`src/rtl/banker_vec_le.sv`:
```
// Element-wise "lhs <= rhs" over packed count vectors.
module banker_vec_le #(
  parameter int N_RES = 3,
  parameter int W     = 4
) (
  input  logic [N_RES*W-1:0] lhs,
  input  logic [N_RES*W-1:0] rhs,
  output logic               le
);
  logic [N_RES-1:0] elem_ok;
  for (genvar r = 0; r < N_RES; r++) begin : g_elem
    assign elem_ok[r] = lhs[r*W +: W] <= rhs[r*W +: W];
  end
  assign le = &elem_ok;
endmodule

```
`src/rtl/banker_scan.sv`:
```
// Sequential safety search: one candidate process per clock, repeated passes.
module banker_scan #(
  parameter int N_PROC = 4,
  parameter int N_RES  = 3,
  parameter int CW     = 4,
  parameter int WW     = 7,
  localparam int PIDW  = (N_PROC > 1) ? $clog2(N_PROC) : 1,
  localparam int ROWW  = N_RES * CW
) (
  input  logic                   clk,
  input  logic                   rst,
  input  logic                   start,
  input  logic [N_RES*WW-1:0]    start_work,
  input  logic [N_PROC*ROWW-1:0] need_all,
  input  logic [N_PROC*ROWW-1:0] alloc_all,
  output logic                   done,
  output logic                   safe,
  output logic [N_PROC*PIDW-1:0] seq
);
  localparam int CNTW = $clog2(N_PROC + 1);

  logic                 running;
  logic [N_RES*WW-1:0]  work;
  logic [N_PROC-1:0]    finish;
  logic [PIDW-1:0]      idx;
  logic                 progress;
  logic [CNTW-1:0]      cnt;
  logic [PIDW-1:0]      seq_q [N_PROC];

  logic [ROWW-1:0]      need_row  [N_PROC];
  logic [ROWW-1:0]      alloc_row [N_PROC];
  logic [N_RES*WW-1:0]  cand_need_ext, cand_alloc_ext, work_sum;
  logic [N_PROC-1:0]    idx_onehot, next_finish;
  logic                 fits, eligible, last;

  for (genvar p = 0; p < N_PROC; p++) begin : g_rows
    assign need_row[p]  = need_all[p*ROWW +: ROWW];
    assign alloc_row[p] = alloc_all[p*ROWW +: ROWW];
    assign seq[p*PIDW +: PIDW] = seq_q[p];
  end

  for (genvar r = 0; r < N_RES; r++) begin : g_ext
    assign cand_need_ext[r*WW +: WW]  = {{(WW-CW){1'b0}}, need_row[idx][r*CW +: CW]};
    assign cand_alloc_ext[r*WW +: WW] = {{(WW-CW){1'b0}}, alloc_row[idx][r*CW +: CW]};
    assign work_sum[r*WW +: WW]       = work[r*WW +: WW] + cand_alloc_ext[r*WW +: WW];
  end

  banker_vec_le #(.N_RES(N_RES), .W(WW)) u_fit (
    .lhs(cand_need_ext), .rhs(work), .le(fits)
  );

  always_comb begin
    idx_onehot      = '0;
    idx_onehot[idx] = 1'b1;
  end

  assign eligible    = running && !finish[idx] && fits;
  assign next_finish = eligible ? (finish | idx_onehot) : finish;
  assign last        = (idx == PIDW'(N_PROC - 1));

  always_ff @(posedge clk) begin
    if (rst) begin
      running  <= 1'b0;
      done     <= 1'b0;
      safe     <= 1'b0;
      work     <= '0;
      finish   <= '0;
      idx      <= '0;
      progress <= 1'b0;
      cnt      <= '0;
      for (int p = 0; p < N_PROC; p++) seq_q[p] <= '0;
    end else begin
      done <= 1'b0;
      if (start) begin
        running  <= 1'b1;
        work     <= start_work;
        finish   <= '0;
        idx      <= '0;
        progress <= 1'b0;
        cnt      <= '0;
      end else if (running) begin
        if (eligible) begin
          work                     <= work_sum;
          finish                   <= next_finish;
          seq_q[cnt[PIDW-1:0]]     <= idx;
          cnt                      <= cnt + 1'b1;
        end
        if (last) begin
          if (&next_finish) begin
            running <= 1'b0;
            done    <= 1'b1;
            safe    <= 1'b1;
          end else if (!(progress || eligible)) begin
            running <= 1'b0;
            done    <= 1'b1;
            safe    <= 1'b0;
          end else begin
            idx      <= '0;
            progress <= 1'b0;
          end
        end else begin
          idx      <= idx + 1'b1;
          progress <= progress || eligible;
        end
      end
    end
  end

  // a finished process never becomes unfinished during a search
  p_finish_monotonic_r6: assert property (@(posedge clk) disable iff (rst)
    (running && !start) |=> (($past(finish) & ~finish) == '0));

  // the completion pulse only appears once the search has stopped
  p_done_stops_r9: assert property (@(posedge clk) disable iff (rst)
    done |-> !running);
endmodule

```
`config.mk`:
```
export PLATFORM = sky130hd
export DESIGN_NAME = banker_scan
export DESIGN_NICKNAME = d
export VERILOG_FILES = /design/src/rtl/banker_vec_le.sv /design/src/rtl/banker_scan.sv
export SDC_FILE = /design/constraint.sdc
export NUM_CORES = 1
export LEC_CHECK = 0
export BUFFER_PORTS_ARGS = -buffer_cell sky130_fd_sc_hd__buf_2
export CAP_MARGIN = 20
export CORE_MARGIN = 3
export CORE_UTILIZATION = 48
export CTS_CLUSTER_SIZE = 20
export DETAILED_ROUTE_END_ITERATION = 8
export GPL_TIMING_DRIVEN = 1
export HOLD_SLACK_MARGIN = 0.15
export PLACE_DENSITY = 0.77
export SLEW_MARGIN = 15
export SYNTH_ARGS = -nofsm -noshare
export SYNTH_HDL_FRONTEND = slang
export SYNTH_SLANG_ARGS = --single-unit
```
`constraint.sdc`:
```
create_clock -name clk -period 4.6 [get_ports clk]
set_input_delay 0 -clock clk [delete_from_list [all_inputs] [get_ports clk]]
set_output_delay 0 -clock clk [all_outputs]
set_load 0.02 [all_outputs]
```
# After elaboration in Yosys (flattened, before gate mapping)
# Memories as Yosys holds them, arrays and structs flattened.
# Cells that the tools add are included.
# op_classes
eq_ne,4
muxes,39
n_bitwise,5
n_addsub,5
magnitude_cmp,6
reduce_logical,16
# op_table
operator,n
2-to-1 mux 21 bit,3
binary-select mux 12 bit (select 2 bit),2
2-to-1 mux 12 bit,4
2-to-1 mux 1 bit,22
adder 7 x 4 -> 7 bit,3
less-or-equal comparator 4 x 7 -> 1 bit,3
2-to-1 mux 2 bit,5
AND reduction 4 bit,2
AND reduction 3 bit,2
2-to-1 mux 4 bit,1
"inequality test 2 bit, second input constant",2
OR 4 bit,1
AND reduction 2 bit,2
nonzero test 2 bit,2
OR reduction 2 bit,2
OR reduction 4 bit,1
"adder 3 x 1 -> 3 bit, second input constant",1
"greater-or-equal comparator 3 bit, second input constant",1
logical AND 1 bit,3
"< comparator 2 x 3 -> 1 bit, second input constant",1
NOT 1 bit,3
NOT 2 -> 3 bit,1
"adder 2 x 1 -> 2 bit, second input constant",1
binary-select mux 1 bit (select 2 bit),1
other kinds (6),6
# word_totals
in_bits,120
mem_bits_rw,8
word_cells,84
out_inout_bits,10
n_memories,1
reg_bits,34
# mem_list
memory,depth,word_bits,read_ports,rd_ports_with_merged_regs,write_ports,line,source
seq_q,4,2,4,0,4,banker_scan.sv:28,logic [PIDW-1:0] seq_q [N_PROC];

# Depth between registers and ports, before layout
# logic_depth
word_depth,14
mapped_depth,14
depth_no_buf,11

# Cells and area by module
# From an unflattened synthesis, not the netlist that was laid out.
# hier_totals
cells_unflattened,367
hier_area_um2,3393.3
# by_module_without_submodules
module,cells_each,seq_area_each_um2,instances,area_per_inst_um2
banker_scan,294,900.9,1,2870.3
banker_vec_le,73,0.0,1,523.0

# Worst setup path before layout
# OpenSTA, ideal clock, no wires.
# synth_path
kind,register -> register
startpoint,register idx[0]
endpoint,register idx[0]
path_slack_ps,919
required_time_ps,4513
n_path_buf,3
t_arrival_ps,3594
path_stages_with_launch,14
period_less_slack_ps,3681
setup_time_ps,87
cell_sequence,dfxtp_1 buf_6 buf_1 mux4_2 ha_1 nor2b_1 o211ai_1 a21oi_1 nor4_4 buf_6 a21oi_2 o41a_1 o21a_1 o31ai_1
# synth_between
elab_chain_len,11
elab_cells_between_ends,28
cone_classes,add/sub (1); order compare (5); eq/ne (3); mux (9); bitwise (2); reduce/logical (8)
# synth_rtl
element,line,source
start: declaration,banker_scan.sv:25,logic [PIDW-1:0] idx;
start signal: assignment,banker_scan.sv:102,idx <= idx + 1'b1;
NOT 2 -> 3 bit (not written as such),banker_scan.sv:43,"assign cand_need_ext[r*WW +: WW] = {{(WW-CW){1'b0}}, need_row[idx][r*CW +: CW]};"
binary-select mux 12 bit (select 2 bit),banker_scan.sv:43,
2-to-1 mux 12 bit (not written as such) (2 in series),banker_scan.sv:43,
less-or-equal comparator 4 x 7 -> 1 bit,banker_vec_le.sv:12,assign elem_ok[r] = lhs[r*W +: W] <= rhs[r*W +: W];
AND reduction 3 bit,banker_vec_le.sv:14,assign le = &elem_ok;
logical AND 1 bit,banker_scan.sv:57,assign eligible = running && !finish[idx] && fits;
2-to-1 mux 4 bit,banker_scan.sv:58,assign next_finish = eligible ? (finish | idx_onehot) : finish;
AND reduction 4 bit,banker_scan.sv:89,if (&next_finish) begin
inequality test 2 bit (no line),n/a,
AND reduction 3 bit (no line),n/a,
# Parallel ways exist; a longest one is shown, timed or not. The select of a mux whose other input is x is not followed.
# A chain may end at the register's enable or synchronous reset.

# Final worst setup path
# layout_path
startpoint,register idx[0]
endpoint,register work[20]
# layout_between
elab_chain_len,9
elab_cells_between_ends,22
cone_classes,add/sub (1); order compare (3); mux (11); bitwise (1); reduce/logical (6)
# layout_rtl
element,line,source
NOT 2 -> 3 bit (not written as such),"banker_scan.sv:43, banker_scan.sv:44",
binary-select mux 12 bit (select 2 bit),banker_scan.sv:43,
2-to-1 mux 12 bit (not written as such) (2 in series),banker_scan.sv:43,
less-or-equal comparator 4 x 7 -> 1 bit,banker_vec_le.sv:12,
AND reduction 3 bit,banker_vec_le.sv:14,
logical AND 1 bit,banker_scan.sv:57,
nonzero test 2 bit (no line),n/a,
AND reduction 2 bit (no line),n/a,
end signal: assignment,banker_scan.sv:76,work <= start_work;
end signal: assignment,banker_scan.sv:83,work <= work_sum;
end: declaration,banker_scan.sv:23,logic [N_RES*WW-1:0] work;
# Parallel ways exist; a longest one is shown, timed or not. The select of a mux whose other input is x is not followed.

==> results.txt <==
- The first global-routing pass estimated 14100 um of wire.
* Setup bufs post-CTS: 0
- The endpoint identified for the worst register-to-register timing path is work[20].
* Combinational power share: 29.3%
* Core region area: 6130 um^2
* DRC marker count from the first detailed-route iteration: 148
- Via count of the first global-routing pass: 3169
- Unrepaired setup endpoints after global routing: no
- Endpoint, Worst Hold: work[16]
- The multi-input combinational cells in the finished layout cover a total of 2050 um^2.
- In the finished design, the share of the clock period the worst path needs comes to 81.4%.
* Total number of yosys warnings: 0
- In this run the register-to-register setup slack is 0.86 ns.
* Total die area: 7540 um^2
- Arrival time at the worst endpoint: 3.95 ns
- Filler-free cell count of the finished design: 541
- Crit path time final: 3.74 ns
* Final estimated routing congestion in global placement: 0.854
* Sequential area share after synthesis: 28.7%
* Detailed placer's ending HPWL: 6600 um
- Synthesis instantiated 37 different standard cells from the library.
- Total track usage: 23.9%
- After detailed routing, the number of vias per cell comes to 5.57.
- Outcome: complete, no violations
* Static Leak: 1.80 nW
- Peak supply drop: 0.173 mV
* Resize count post-CTS: 0
* Total power of the final layout: 0.00100 W
- Vias: 3013
- Registers are responsible for 40.6% of the overall power.
* Worst-case clock buffer depth: 2
* Width of the die: 86.8 um
- Startpoint of the worst register-to-register path: idx[0]
* Clock network fraction of total power: 30.2%
- The most used flip-flop cell after synthesis is sky130_fd_sc_hd__dfxtp_1.
* Area overhead of the layout relative to synthesis: 31.8%
* Leading area contributor after synthesis: sky130_fd_sc_hd__dfxtp_1
- STA classifies the critical path endpoint as a flop.
* Number of failing setup endpoints in the final timing report: 0
* Total nets after synthesis: 476
* Length in cells of the worst reg-to-reg path: 11
* Total of max-cap violations: 0
- Top Ports: 130
- Number of register bits inferred by synthesis: 41
- Routed wirelength normalized by instance count: 16.1 um
- Most used standard cell by instance count after synthesis: sky130_fd_sc_hd__nor2_1
* Initial core utilization: 51.2%
* Clock Sink Count: 41
* Clock Root Buffer: sky130_fd_sc_hd__clkbuf_8
- In this run the tightest slew margin relative to its limit is 47.5%.
- Sw frac: 28.5%
- Cell Rows: 28
- Average cell area after synthesis: 9.65 um^2
- The post-route netlist has 36.5% of its cells at a drive strength greater than 1.
* Core utilization of the finished layout: 67.4%
- Residual DRC: 0
- Wires add up to 8700 um.
* Number of filler instances in the final layout: 495
- In this run the power density over the cells is 242 nW/um^2.
- Classification of the worst-slack hold path: in -> reg
- Entering global routing, the biggest net connects 35 pins.
- Largest cells by area after synthesis: sky130_fd_sc_hd__dfxtp_1 21%, sky130_fd_sc_hd__mux4_2 18%, sky130_fd_sc_hd__ha_1 11%, sky130_fd_sc_hd__edfxtp_1 7.7%, sky130_fd_sc_hd__nor2_1 4.7%
- Number of stages on the worst hold path: 3
- The startpoint identified for the worst hold timing path is start.
- The clock arrives with 0.00442 ns of skew.
- In this run, CTS created clock tree buffers numbering 5.
* TNS Setup: 0 ns
- Remaining number of nets flagged by the antenna check after routing: 0
* Nets: 616
* Max Freq: 267 MHz
- Number of placed instances with taps included: 512
- Grt ovf: 0
* Clock tree from TritonCTS: yes
- Post-synth design cell area: 3140 um^2
* Critical path start-end classification: reg -> reg
- For this run, the detailed router's first-pass iteration total came to 4.
- Req. time, crit path: 4.81 ns
- The H-tree was split into 2 levels.
* Switching Power: 0.000286 W
* Fin. max-slew vios: 0
- Final hold violations: 0
- Leading cell types by count after synthesis: 39 x sky130_fd_sc_hd__nor2_1, 33 x sky130_fd_sc_hd__dfxtp_1, 28 x sky130_fd_sc_hd__ha_1
* Clock latency on the worst-skew pair: 0.30 ns
- Internal: 0.000716 W
- Antenna violations before repair: 0
- The top cell type by area accounts for 21.1% of the synthesized area.
* EDFF count, synth: 8
- Clock transition time at the flip-flop clock pins of the worst setup and hold paths: 0.08 ns
* CP startpoint kind: flop
- Registers take 902 um^2.
- The die is 86.8 um tall.
* Worst Max-Slew Pin Slew: 0.786 ns
- Along the worst path, the maximum fanout reaches 34.
- Cells after Synth: 325
- Fraction of synthesis flops using an asynchronous set or reset pin: 0%
- The count of buffers added on input and output ports is 129.
- Final antenna diode count: 0
[how the worst max path moves through the flow]
stage / start / end / slack, ns / cells past startpoint
2_1_floorplan: idx[0] / idx[0] / 0.92 / 13
3_3_place_gp: idx[0] / work[20] / 0.91 / 11
3_5_place_dp: idx[0] / work[20] / 0.79 / 11
4_1_cts: idx[0] / work[20] / 0.76 / 11
5_1_grt: idx[0] / work[20] / 0.47 / 11
6_report: idx[0] / work[20] / 0.86 / 11
[per-stage QoR]
stage          instance area (um^2)  hold slack [ns]  setup WS [ns]
2_1_floorplan                  3140            0.143          0.919
3_3_place_gp                   3810            0.234          0.914
3_5_place_dp                   3810            0.239          0.786
4_1_cts                        4140            0.150          0.759
5_1_grt                        4140            0.180          0.470
6_report                       4140            0.171          0.855
[sequential cells by signal (all words and copies together) (netlist names)]
name      count
cnt           2
done          1
finish        4
idx           2
progress      1
running       1
safe          1
seq_q         8
work         21
[layer usage]
layer	global-route usage (%)	share of wire, %	routed length, um	up-vias
li1	-	-	-	1457
met1	29.0	40	3450	1403
met2	43.4	51	4450	137
met3	3.42	7.3	639	16
met4	7.22	1.8	156	0
met5	0	0	0	-
[logic make-up (layout without fill, tap and decap cells)]
group           after synthesis  count (layout)  synth area share (%)
xor+xnor                     17              17                  4.75
flops                        41              41                  28.7
buf+inv                      45             186                  5.90
mux                          31              31                  19.9
compound gates               68              68                  13.8
fa+ha+maj                    31              31                  13.1
simple gates                 92              92                  13.9
[critical path, stage by stage, from the launching register on]
cell and delay [ns]:
sky130_fd_sc_hd__dfxtp_2 0.80, sky130_fd_sc_hd__mux4_2 0.59, sky130_fd_sc_hd__ha_1 0.30, sky130_fd_sc_hd__nor2b_1 0.14
sky130_fd_sc_hd__o211ai_1 0.15, sky130_fd_sc_hd__a21oi_1 0.12, sky130_fd_sc_hd__nor4_4 0.41, sky130_fd_sc_hd__buf_4 0.41
sky130_fd_sc_hd__o21a_1 0.22, sky130_fd_sc_hd__nand3_1 0.10, sky130_fd_sc_hd__xor2_1 0.15, sky130_fd_sc_hd__a211oi_1 0.23
[power by group through the flow]
stage	clock network, W	registers [W]	logic (W)
final	0.000302	0.000406	0.000293
after global placement	0	0.000413	0.000263
after CTS	0.000307	0.000406	0.000292
after detailed placement	0	0.000414	0.000276
after floorplan	0	0.000408	0.000190
after global routing	0.000322	0.000410	0.000325
[cells in the final DEF (no fill, tap or decap), drive strengths merged, types with 4 or more instances in the layout]
| cell | count |
|---|---|
| clkbuf | 7 |
| xnor2 | 9 |
| o211ai | 6 |
| mux2i | 6 |
| nand2b | 4 |
| nor2 | 39 |
| dfxtp | 33 |
| o21ai | 7 |
| mux4 | 25 |
| xor2 | 8 |
| edfxtp | 8 |
| nor2b | 9 |
| nand2 | 19 |
| a211oi | 12 |
| nor3 | 5 |
| ha | 28 |
| a21oi | 28 |
| inv | 25 |
| a21o | 4 |
| nand4 | 7 |
| dlygate4sd3 | 21 |
| buf | 132 |
[final cells by class]
type                    count  area share [%]
flip-flops and latches     41            21.8
well taps                  75            2.27
clock inverters             1           0.726
clock buffers               7            2.09
multi-input cells         239            49.6
inverters                  25            2.27
repair buffers            153            21.2
[timing repair]
action                                  CTS  global route
endpoints found under the setup margin    0             0
hold buffers                             21             0
hold endpoints to repair                 21             0
No activity file was read; power rests on OpenSTA's default activity.
